<file path="config.mk">
export PLATFORM = sky130hd
export DESIGN_NAME = hzd_classifier
export DESIGN_NICKNAME = d
export VERILOG_FILES = /design/src/rtl/hzd_pkg.sv /design/src/rtl/hzd_pair_cmp.sv /design/src/rtl/hzd_issue_sel.sv /design/src/rtl/hzd_classifier.sv
export SDC_FILE = /design/constraint.sdc
export NUM_CORES = 1
export LEC_CHECK = 0
export ABC_AREA = 1
export BUFFER_PORTS_ARGS = -buffer_cell sky130_fd_sc_hd__buf_2
export CAP_MARGIN = 10
export CORE_MARGIN = 8
export CORE_UTILIZATION = 57
export CTS_BUF_LIST = sky130_fd_sc_hd__clkbuf_4 sky130_fd_sc_hd__clkbuf_8
export DETAILED_ROUTE_END_ITERATION = 8
export PLACE_DENSITY_LB_ADDON = 0.25
export SLEW_MARGIN = 5
export SYNTH_ARGS = -nofsm -noshare
export SYNTH_HDL_FRONTEND = slang
export SYNTH_SLANG_ARGS = --single-unit
</file>
<file path="constraint.sdc">
create_clock -name clk -period 0.8 [get_ports clk]
set_input_delay 0 -clock clk [delete_from_list [all_inputs] [get_ports clk]]
set_output_delay 0 -clock clk [all_outputs]
set_load 0.05 [all_outputs]
</file>
<file path="src/rtl/hzd_pkg.sv">
package hzd_pkg;

  // number of ordered (older, younger) pairs among n slots
  function automatic int num_pairs(input int n);
    return n * (n - 1) / 2;
  endfunction

  // bit position of pair (older o, younger y), o < y
  function automatic int pair_idx(input int o, input int y);
    return y * (y - 1) / 2 + o;
  endfunction

endpackage

</file>
<file path="src/rtl/hzd_pair_cmp.sv">
module hzd_pair_cmp #(
  parameter int RIDX_W = 4
) (
  input  logic              old_vld,
  input  logic [RIDX_W-1:0] old_dst,
  input  logic [RIDX_W-1:0] old_sa,
  input  logic [RIDX_W-1:0] old_sb,
  input  logic              yng_vld,
  input  logic [RIDX_W-1:0] yng_dst,
  input  logic [RIDX_W-1:0] yng_sa,
  input  logic [RIDX_W-1:0] yng_sb,
  output logic              raw,
  output logic              waw,
  output logic              war
);

  // true when register r is one of the two sources
  function automatic logic reads_reg(input logic [RIDX_W-1:0] a,
                                     input logic [RIDX_W-1:0] b,
                                     input logic [RIDX_W-1:0] r);
    return (a == r) || (b == r);
  endfunction

  logic both_vld;
  assign both_vld = old_vld & yng_vld;

  assign raw = both_vld & reads_reg(yng_sa, yng_sb, old_dst);
  assign waw = both_vld & (old_dst == yng_dst);
  assign war = both_vld & reads_reg(old_sa, old_sb, yng_dst);

endmodule

</file>
<file path="src/rtl/hzd_issue_sel.sv">
module hzd_issue_sel #(
  parameter int SLOTS   = 4,
  parameter int ISSUE_W = 2
) (
  input  logic [SLOTS-1:0] vld,
  input  logic [SLOTS-1:0] raw_into,
  output logic [SLOTS-1:0] exec_ok
);

  localparam int CW = $clog2(SLOTS + 1);

  logic [CW-1:0] taken;
  logic          stalled;

  always_comb begin
    exec_ok = '0;
    taken   = '0;
    stalled = 1'b0;
    for (int i = 0; i < SLOTS; i++) begin
      if (vld[i]) begin
        if (!stalled && !raw_into[i] && (taken < CW'(ISSUE_W))) begin
          exec_ok[i] = 1'b1;
          taken      = taken + 1'b1;
        end else begin
          stalled = 1'b1;
        end
      end
    end
  end

endmodule

</file>
<file path="src/rtl/hzd_classifier.sv">
module hzd_classifier #(
  parameter int SLOTS   = 4,
  parameter int RIDX_W  = 4,
  parameter int ISSUE_W = 2,
  localparam int NPAIRS = hzd_pkg::num_pairs(SLOTS)
) (
  input  logic                    clk,
  input  logic                    rst_n,
  input  logic [SLOTS-1:0]        in_vld,
  input  logic [SLOTS*RIDX_W-1:0] in_dst,
  input  logic [SLOTS*RIDX_W-1:0] in_srca,
  input  logic [SLOTS*RIDX_W-1:0] in_srcb,
  output logic [NPAIRS-1:0]       raw_q,
  output logic [NPAIRS-1:0]       waw_q,
  output logic [NPAIRS-1:0]       war_q,
  output logic [SLOTS-1:0]        exec_q
);

  logic [NPAIRS-1:0] raw_c;
  logic [NPAIRS-1:0] waw_c;
  logic [NPAIRS-1:0] war_c;
  logic [SLOTS-1:0]  raw_into;
  logic [SLOTS-1:0]  exec_c;

  // one comparator per ordered pair
  for (genvar y = 1; y < SLOTS; y++) begin : g_yng
    for (genvar o = 0; o < y; o++) begin : g_old
      localparam int P  = hzd_pkg::pair_idx(o, y);
      localparam int OB = o * RIDX_W;
      localparam int YB = y * RIDX_W;

      hzd_pair_cmp #(.RIDX_W(RIDX_W)) u_cmp (
        .old_vld (in_vld[o]),
        .old_dst (in_dst[OB +: RIDX_W]),
        .old_sa  (in_srca[OB +: RIDX_W]),
        .old_sb  (in_srcb[OB +: RIDX_W]),
        .yng_vld (in_vld[y]),
        .yng_dst (in_dst[YB +: RIDX_W]),
        .yng_sa  (in_srca[YB +: RIDX_W]),
        .yng_sb  (in_srcb[YB +: RIDX_W]),
        .raw     (raw_c[P]),
        .waw     (waw_c[P]),
        .war     (war_c[P])
      );

      // a pair with an invalid member reports nothing
      a_r4_invalid_no_flags: assert property (@(posedge clk) disable iff (!rst_n)
        (!$past(in_vld[o]) || !$past(in_vld[y])) |-> !(raw_q[P] || waw_q[P] || war_q[P]));

      // output hazard only on matching destinations
      a_r2_waw_same_dst: assert property (@(posedge clk) disable iff (!rst_n)
        waw_q[P] |-> ($past(in_dst[OB +: RIDX_W]) == $past(in_dst[YB +: RIDX_W])));
    end
  end

  // flow hazard into each slot from any older slot
  always_comb begin
    raw_into = '0;
    for (int y = 1; y < SLOTS; y++) begin
      for (int o = 0; o < y; o++) begin
        if (raw_c[hzd_pkg::pair_idx(o, y)]) raw_into[y] = 1'b1;
      end
    end
  end

  hzd_issue_sel #(.SLOTS(SLOTS), .ISSUE_W(ISSUE_W)) u_issue (
    .vld      (in_vld),
    .raw_into (raw_into),
    .exec_ok  (exec_c)
  );

  always_ff @(posedge clk or negedge rst_n) begin
    if (!rst_n) begin
      raw_q  <= '0;
      waw_q  <= '0;
      war_q  <= '0;
      exec_q <= '0;
    end else begin
      raw_q  <= raw_c;
      waw_q  <= waw_c;
      war_q  <= war_c;
      exec_q <= exec_c;
    end
  end

  // issue width cap
  a_r10_issue_cap: assert property (@(posedge clk) disable iff (!rst_n)
    $countones(exec_q) <= ISSUE_W);

  for (genvar i = 0; i < SLOTS; i++) begin : g_chk
    // only valid, unblocked slots may go
    a_r8_exec_needs_valid: assert property (@(posedge clk) disable iff (!rst_n)
      exec_q[i] |-> $past(in_vld[i]));
    a_r8_raw_blocks: assert property (@(posedge clk) disable iff (!rst_n)
      exec_q[i] |-> !$past(raw_into[i]));
    for (genvar j = 0; j < i; j++) begin : g_older
      // in-order issue
      a_r9_in_order: assert property (@(posedge clk) disable iff (!rst_n)
        (exec_q[i] && $past(in_vld[j])) |-> exec_q[j]);
    end
  end

endmodule

</file>
==> summary.txt, run 1 <==
Synth
  • Synth Instances: 348
  • Post-synthesis cell area: 0.00239 sq mm
  • Most common flop cell mapped by yosys: dfrtp_1
  • Yosys warning total: 0
  • Number of synthesized flops with an enable pin: 0
  • Synth area leaders: dfrtp_1 23%, xnor2_1 21%, nand2_1 17%, xor2_1 7.3%, inv_1 5.7%
  • Distinct cells, synth: 23
  • Synth area leader: dfrtp_1
  • Share of the synthesized area in the top cell type: 23.1%
  • Register area share after synthesis: 23.1%
  • Syn nets: 403
  • Post-synth ARST share: 100%
  • Flip-flop and latch count after synthesis: 22
  • Mapped Avg Cell Area: 6.86 sq um

Placement
  • I/O Buffers: 75
  • Worst slack, placed: -548 ps
  • Final Wtd Congestion: 0.939
  • DPL Wire Length: 6910 um

Global routing
  • Grt total ovfl: 62
  • All-Layer GR Usage: 66.4%
  • Largest net degree at the start of global routing: 23
  • Antenna violations before repair: 1

Floorplanning
  • # rows: 23
  • Starting density of the core: 59.2%
  • Die X: 80.7 um
  • Die H: 80.7 um
  • # IOs: 76

Outcome
  • Tool Error: [ERROR GRT-0232] Routing congestion too high. Check the congestion heatmap in the GUI.
  • Stopped at: 5_1_grt
  • Status: stopped before the end

CTS
  • Max Root-Sink Buffers: 2
  • Clock sinks: 22
  • H-tree levels: 1
  • CTS root buf: clkbuf_8
  • CTS buffer count: 3

STA
  • Worst endpoint, post-GRT repair: exec_q[3]$_DFF_PN0_/D
  • Worst_ep kind: register data pin
## synth_stat cells, types with 2 or more instances
cell / instances
xnor2_1: 58
o22ai_1: 7
a211oi_1: 3
nand3_1: 2
nand4_1: 13
buf_4: 5
a21oi_1: 12
inv_1: 36
dfrtp_1: 22
a2111oi_0: 2
nor2_1: 29
o2111ai_1: 4
inv_4: 3
inv_2: 5
buf_6: 8
xor2_1: 20
nand2_1: 111
buf_2: 3
## through the flow
| step | setup TNS (ps) | hold slack [ps] | cells | instance area (sq um) | utilization [%] |
|---|---|---|---|---|---|
| after floorplan | -656 | -296 | 348 | 2440 | - |
| after global placement | -3550 | -38.8 | 536 | 3320 | 82.4 |
| after detailed placement | -4560 | -25.8 | 536 | 3320 | 82.4 |
| after CTS | -383 | 13.0 | 543 | 3620 | 89.9 |
## cell families after synthesis
family          count (synthesis)  share of synthesized area (%)
buf+inv                        60                           13.2
fa+ha+maj                       1                          0.524
compound gates                 30                           8.18
flops                          22                           23.1
simple gates                  157                           26.4
xor+xnor                       78                           28.6
## metal layers
layer	GRT usage (%)	overflow
met5	11.5	0
met4	74.1	27
met3	47.2	0
met2	82.9	35
met1	66.1	0
## repair_timing
item                       CTS
hold endpoints to repair    22
pin swaps                    7
hold buffers                 1
resized for setup           70
setup endpoints to repair   27
buffers inserted             2
==> inputs of run 2 (changes only) <==
--- a/config.mk
+++ b/config.mk
@@ -9,10 +9,9 @@
 export BUFFER_PORTS_ARGS = -buffer_cell sky130_fd_sc_hd__buf_2
 export CAP_MARGIN = 10
 export CORE_MARGIN = 8
-export CORE_UTILIZATION = 57
-export CTS_BUF_LIST = sky130_fd_sc_hd__clkbuf_4 sky130_fd_sc_hd__clkbuf_8
+export CORE_UTILIZATION = 40
 export DETAILED_ROUTE_END_ITERATION = 8
-export PLACE_DENSITY_LB_ADDON = 0.25
+export PLACE_DENSITY_LB_ADDON = 0.15
 export SLEW_MARGIN = 5
 export SYNTH_ARGS = -nofsm -noshare
 export SYNTH_HDL_FRONTEND = slang
==> summary.txt, run 2 <==
Worst setup path
  • Data required, critical path: 940 ps
  • Crit start category: input port
  • Critical Path Most Common Cell: nand2_2
  • CP max stage cell: ha_4
  • CP max stage delay: 160 ps
  • Critical path arrival: 1140 ps
  • WS Path Type: in2reg
  • Levels on crit path: 15
  • CP startpoint: in_srcb[7]
  • Top Family by Delay on Critical Path: simple AND/OR/NAND/NOR gates
  • CP max FO: 3
  • WP buf/inv: 3
  • Worst setup EP type: register
  • Critical-path cell list: buf_8, inv_4, nand2_2, nand2_2, nor2_2, nand2_1, nand2_2, nand2_2, ha_4, nand2_2, inv_2, a21oi_2, nand3_1, nand2_1, nor2_1

Detailed routing
  • ANT nets after route: 0
  • Via density: 4.60
  • Routed via count: 2613
  • Post-Route WL: 7690 um
  • Drt first pass iters: 4
  • Iter 0 DRT Violations: 110
  • Drt wl/cell: 13.5 um
  • Drt drc: 0

Placement
  • DPL Wire Length: 6510 um
  • I/O Buffers: 75
  • Dpl cells: 562
  • Final Wtd Congestion: 0.928
  • Area after DPL: 0.00337 sq mm

Floorplanning
  • Die area: 0.00869 sq mm
  • Die X: 93.2 um
  • # IOs: 76
  • Starting density of the core: 40.8%
  • Die H: 93.2 um
  • # rows: 28
  • Core area: 0.00585 sq mm

STA
  • Pins over their slew limit: 0
  • Min Tclk post-route: 995 ps
  • Finish-stage setup viols: 3
  • Final hold vios: 0
  • RSZ-0062 raised after global routing: true
  • Slew headroom: 70.8%
  • Fmax: 1.00 GHz
  • Final worst slack: -195 ps
  • Tightest Pin Transition: 438 ps
  • Crit share post-route: 124%

Layout
  • Post-Layout Cell Count: 568
  • # nets final: 549
  • Most common cell after layout, fill and taps aside: nand2_1
  • Design area: 0.00378 sq mm
  • Biggest registers after layout: raw_q x6, war_q x6, waw_q x6
  • Fillers: 574
  • Share of layout cells above drive strength 1: 39.6%
  • Synth-to-layout area growth: 58.3%
  • Diodes inserted: 0
  • Most frequent cells in the layout: 97 x nand2_1, 78 x buf_4, 57 x xnor2_1, 38 x buf_2, 33 x inv_1

CTS
  • Clock slew at reported path FFs: 70 ps
  • CTS tree: yes
  • H-tree levels: 1
  • CTS root buf: clkbuf_8
  • Clock sinks: 22
  • CTS buffer count: 3
  • Max Root-Sink Buffers: 2

Global routing
  • Largest net degree at the start of global routing: 23
  • Grt total ovfl: 0
  • First-pass GRT wire length: 12700 um
  • Number of global-route vias before repair: 2655
  • All-Layer GR Usage: 17.8%
  • Antenna violations before repair: 0

Synth
  • Syn nets: 403
  • Distinct cells, synth: 23
  • Mapped Avg Cell Area: 6.86 sq um
  • Yosys warning total: 0
  • Post-synth top cells: 111 x nand2_1, 58 x xnor2_1, 36 x inv_1, 29 x nor2_1, 22 x dfrtp_1
  • Post-synthesis cell area: 0.00239 sq mm
  • Most common flop cell mapped by yosys: dfrtp_1
  • Synth Instances: 348
  • Synth area leader: dfrtp_1
  • Register area share after synthesis: 23.1%
  • Most frequent cell after synthesis: nand2_1
  • Number of synthesized flops with an enable pin: 0
  • Share of the synthesized area in the top cell type: 23.1%
  • Flip-flop and latch count after synthesis: 22
  • Post-synth ARST share: 100%
  • Synth area leaders: dfrtp_1 23%, xnor2_1 21%, nand2_1 17%, xor2_1 7.3%, inv_1 5.7%

Job
  • Max-cap viol count: 0

Power
  • Leakage power: 2.02 nW
  • Pwr dens: 999 mW/mm^2
  • Peak supply drop: 954 uV

Hold path
  • Min-Delay Path Class: in2reg
  • Hold Path Stages: 2
  • Hold Path Origin: in_vld[0]

Outcome
  • Violated checks: negative setup slack
  • Status: finished, violations left
run 2: cell counts after synthesis:
No cell type changed its count.
run 2: per-stage QoR:
step,hold slack (ps),TNS (ps),setup slack [ps],utilization (%),power [W]
2_1_floorplan,-296,-656,-362,-,0.00219
3_3_place_gp,-27.2,-4280,-535,57.6,0.00286
3_5_place_dp,-25.5,-4450,-523,57.6,0.00288
4_1_cts,12.5,-297,-162,63.2,0.00376
5_1_grt,26.6,-873,-288,64.5,0.00403
6_report,28.3,-345,-195,64.5,0.00377
run 2: logic make-up (layout without fill, tap and decap cells):
logic type               after synthesis  after routing  share of synthesized area (%)
AO/OA/AOI/OAI                         30             30                           8.18
flip-flops                            22             22                           23.1
buffers and inverters                 60            205                           13.2
XOR/XNOR                              78             78                           28.6
adder cells (fa/ha/maj)                1              1                          0.524
AND/OR/NAND/NOR                      157            157                           26.4
run 2: repair_timing:
action / CTS / global route
pin swaps: 17 / 13
buffers inserted: 1 / 1
hold buffers: 1 / 0
endpoints found under the hold margin: 22 / 0
setup endpoints to repair: 26 / 30
gates resized for setup: 84 / 23
run 2: where the power goes:
part	leakage (nW)	internal (W)	switching [W]	total (W)
Combinational	1.70	0.000897	0.000969	0.00187
Sequential	0.298	0.00115	0.0000198	0.00117
Clock	0.0288	0.000437	0.000299	0.000736
run 2: layout make-up:
type | count | area [sq um] | share of cell area [%]
inverter | 44 | 193 | 5.10
sequential | 22 | 551 | 14.6
timing repair buffer | 157 | 1270 | 33.7
tap | 75 | 93.8 | 2.49
clock buffer | 4 | 55.1 | 1.46
multi-input combinational | 266 | 1610 | 42.6
run 2: routing by layer:
metal	track usage, %	wire length, um	vias to the layer above
li1	-	-	1363
met1	23.0	3470	1168
met2	30.6	3720	74
met3	1.76	392	8
met4	4.56	106	0
met5	0	0	-
run 2: worst paths after layout:
check / endpoint
worst max-delay path: exec_q[3]
worst min-delay path: exec_q[0]
max in group asynchronous: waw_q[3]
min in group asynchronous: raw_q[3]
Power figures use the tool's default switching activity.
==> inputs of run 3 (changes only) <==
--- a/config.mk
+++ b/config.mk
@@ -5,7 +5,6 @@
 export SDC_FILE = /design/constraint.sdc
 export NUM_CORES = 1
 export LEC_CHECK = 0
-export ABC_AREA = 1
 export BUFFER_PORTS_ARGS = -buffer_cell sky130_fd_sc_hd__buf_2
 export CAP_MARGIN = 10
 export CORE_MARGIN = 8
==> summary.txt, run 3 <==
Layout
  • Biggest registers after layout: raw_q x6, war_q x6, waw_q x6
  • Util after Layout: 66.5%
  • Most common cell after layout, fill and taps aside: xnor2_1
  • Share of layout cells above drive strength 1: 48.0%
  • # nets final: 403
  • Most frequent cells in the layout: 89 x xnor2_1, 56 x buf_4, 37 x buf_2, 33 x buf_6, 22 x dfrtp_1
  • Design area: 0.00342 sq mm
  • Synth-to-layout area growth: 60.4%
  • Area of the multi-input gates: 0.00162 sq mm
  • Diodes inserted: 0
  • Sequential Area: 551 sq um
  • Post-Layout Cell Count: 416
  • Fillers: 466

Power
  • Pwr dens: 1050 mW/mm^2
  • Peak supply drop: 662 uV
  • Leakage power: 1.46 nW

Worst setup path
  • Crit start category: input port
  • Worst setup EP type: register
  • Data required, critical path: 950 ps
  • Critical path arrival: 1300 ps
  • WS Path Type: in2reg
  • CP max FO: 5

Synth
  • Synth area leader: xnor2_1
  • Mapped Avg Cell Area: 9.51 sq um
  • Synth area leaders: xnor2_1 42%, dfrtp_1 26%, xor2_1 7.4%, nand4_1 5.3%, buf_6 4.2%
  • Register area share after synthesis: 25.8%
  • Most frequent cell after synthesis: xnor2_1
  • Number of synthesized flops with an enable pin: 0
  • Post-synthesis cell area: 0.00213 sq mm
  • Yosys warning total: 0
  • Flip-flop and latch count after synthesis: 22
  • Synth Instances: 224
  • Distinct cells, synth: 22
  • Post-synth top cells: 102 x xnor2_1, 22 x dfrtp_1, 18 x nand4_1, 18 x xor2_1, 9 x a21oi_1
  • Most common flop cell mapped by yosys: dfrtp_1
  • Post-synth ARST share: 100%
  • Share of the synthesized area in the top cell type: 41.9%
  • Syn nets: 279

Detailed routing
  • Iter 0 DRT Violations: 54
  • DR top layer: met4
  • Post-Route WL: 6660 um
  • Via density: 4.63
  • DR WL met2: 3320 um
  • Drt drc: 0
  • Routed via count: 1928
  • Drt wl/cell: 16.0 um
  • WL met3: 393 um
  • Drt first pass iters: 4
  • ANT nets after route: 0
  • M1 wire length: 2860 um

Outcome
  • Status: finished, violations left
  • Violated checks: negative setup slack

STA
  • Final worst slack: -348 ps
  • Min Tclk post-route: 1150 ps
  • Fmax: 0.871 GHz
  • Pins over their slew limit: 0
  • RSZ-0062 raised after global routing: true
  • Final hold vios: 0
  • Finish-stage setup viols: 3
  • Tightest Pin Transition: 444 ps
  • Crit share post-route: 143%
  • Slew headroom: 70.4%

Floorplanning
  • Die area: 0.00792 sq mm
  • Die H: 89.0 um
  • Core area: 0.00514 sq mm
  • # rows: 26
  • Starting density of the core: 41.5%
  • # IOs: 76
  • Die X: 89.0 um

Global routing
  • First-pass GRT wire length: 10400 um
  • Largest net degree at the start of global routing: 23
  • Antenna violations before repair: 0
  • All-Layer GR Usage: 17.3%
  • Number of global-route vias before repair: 2072
  • Grt total ovfl: 0

Job
  • Max-cap viol count: 0

CTS
  • Max Root-Sink Buffers: 2
  • CTS buffer count: 3
  • CTS tree: yes
  • H-tree levels: 1
  • Clock sinks: 22
  • CTS root buf: clkbuf_8
  • Clock slew at reported path FFs: 60 ps

Placement
  • I/O Buffers: 75
  • Area after DPL: 0.00295 sq mm
  • Final Wtd Congestion: 0.837
  • Dpl cells: 411
  • DPL Wire Length: 5590 um

Hold path
  • Min-Delay Path Class: in2reg
==> run 3: report_power, final <==
group	internal [W]	total [W]	switching, W
clock network	0.000335	0.000633	0.000298
logic	0.000921	0.00178	0.000858
registers	0.00115	0.00117	0.0000176
total	0.00241	0.00358	0.00117
==> run 3: cell families after synthesis <==
group	after synthesis	share of synthesized area (%)
and+or+nand+nor	48	12.0
xor gates and xnor gates	120	49.3
adders and majority gates	1	0.587
AOI/OAI and AO/OA	15	5.34
buffers and inverters	18	6.93
DFF	22	25.8
==> run 3: metrics by stage <==
step	power (W)	TNS (ps)	hold slack, ps	setup slack [ps]
6_report	0.00358	-642	42.6	-348
2_1_floorplan	0.00218	-1010	-296	-541
3_5_place_dp	0.00275	-3450	-29.3	-660
3_3_place_gp	0.00273	-3080	-27.0	-564
4_1_cts	0.00352	-629	14.0	-280
5_1_grt	0.00377	-1080	50.8	-414
==> run 3: routing by layer <==
metal	up-vias	track usage [%]
met3	7	2.85
met5	-	0
li1	982	-
met1	882	21.0
met2	57	30.3
met4	0	5.14
==> run 3: cell type report <==
| class | count | area share, % |
|---|---|---|
| clock buffers | 3 | 1.21 |
| well taps | 70 | 2.56 |
| repair buffers | 135 | 32.6 |
| inverters | 2 | 0.220 |
| flip-flops and latches | 22 | 16.1 |
| multi-input cells | 184 | 47.3 |
==> run 3: what timing repair did <==
action                                 in CTS  in global routing
setup buffers                               0                  1
gates resized for setup                    74                 31
hold buffers                                2                  0
setup endpoints to repair                  27                 25
pin swaps                                  15                 11
endpoints found under the hold margin      23                  0
==> run 3: final timing paths <==
path	start	end	cells after the start	slack, ps
max	in_dst[0]	exec_q[3]	8	-350
min	in_vld[2]	exec_q[2]	3	40
max in group asynchronous	rst_n	war_q[5]	2	270
min in group asynchronous	rst_n	waw_q[0]	2	230
==> run 3: critical path: stages <==
cell and delay (ps):
buf_8 110, xnor2_2 160, nand4_1 140, a21oi_2 200, inv_1 60, ha_2 180
nand2b_4 150, a2111oi_4 290
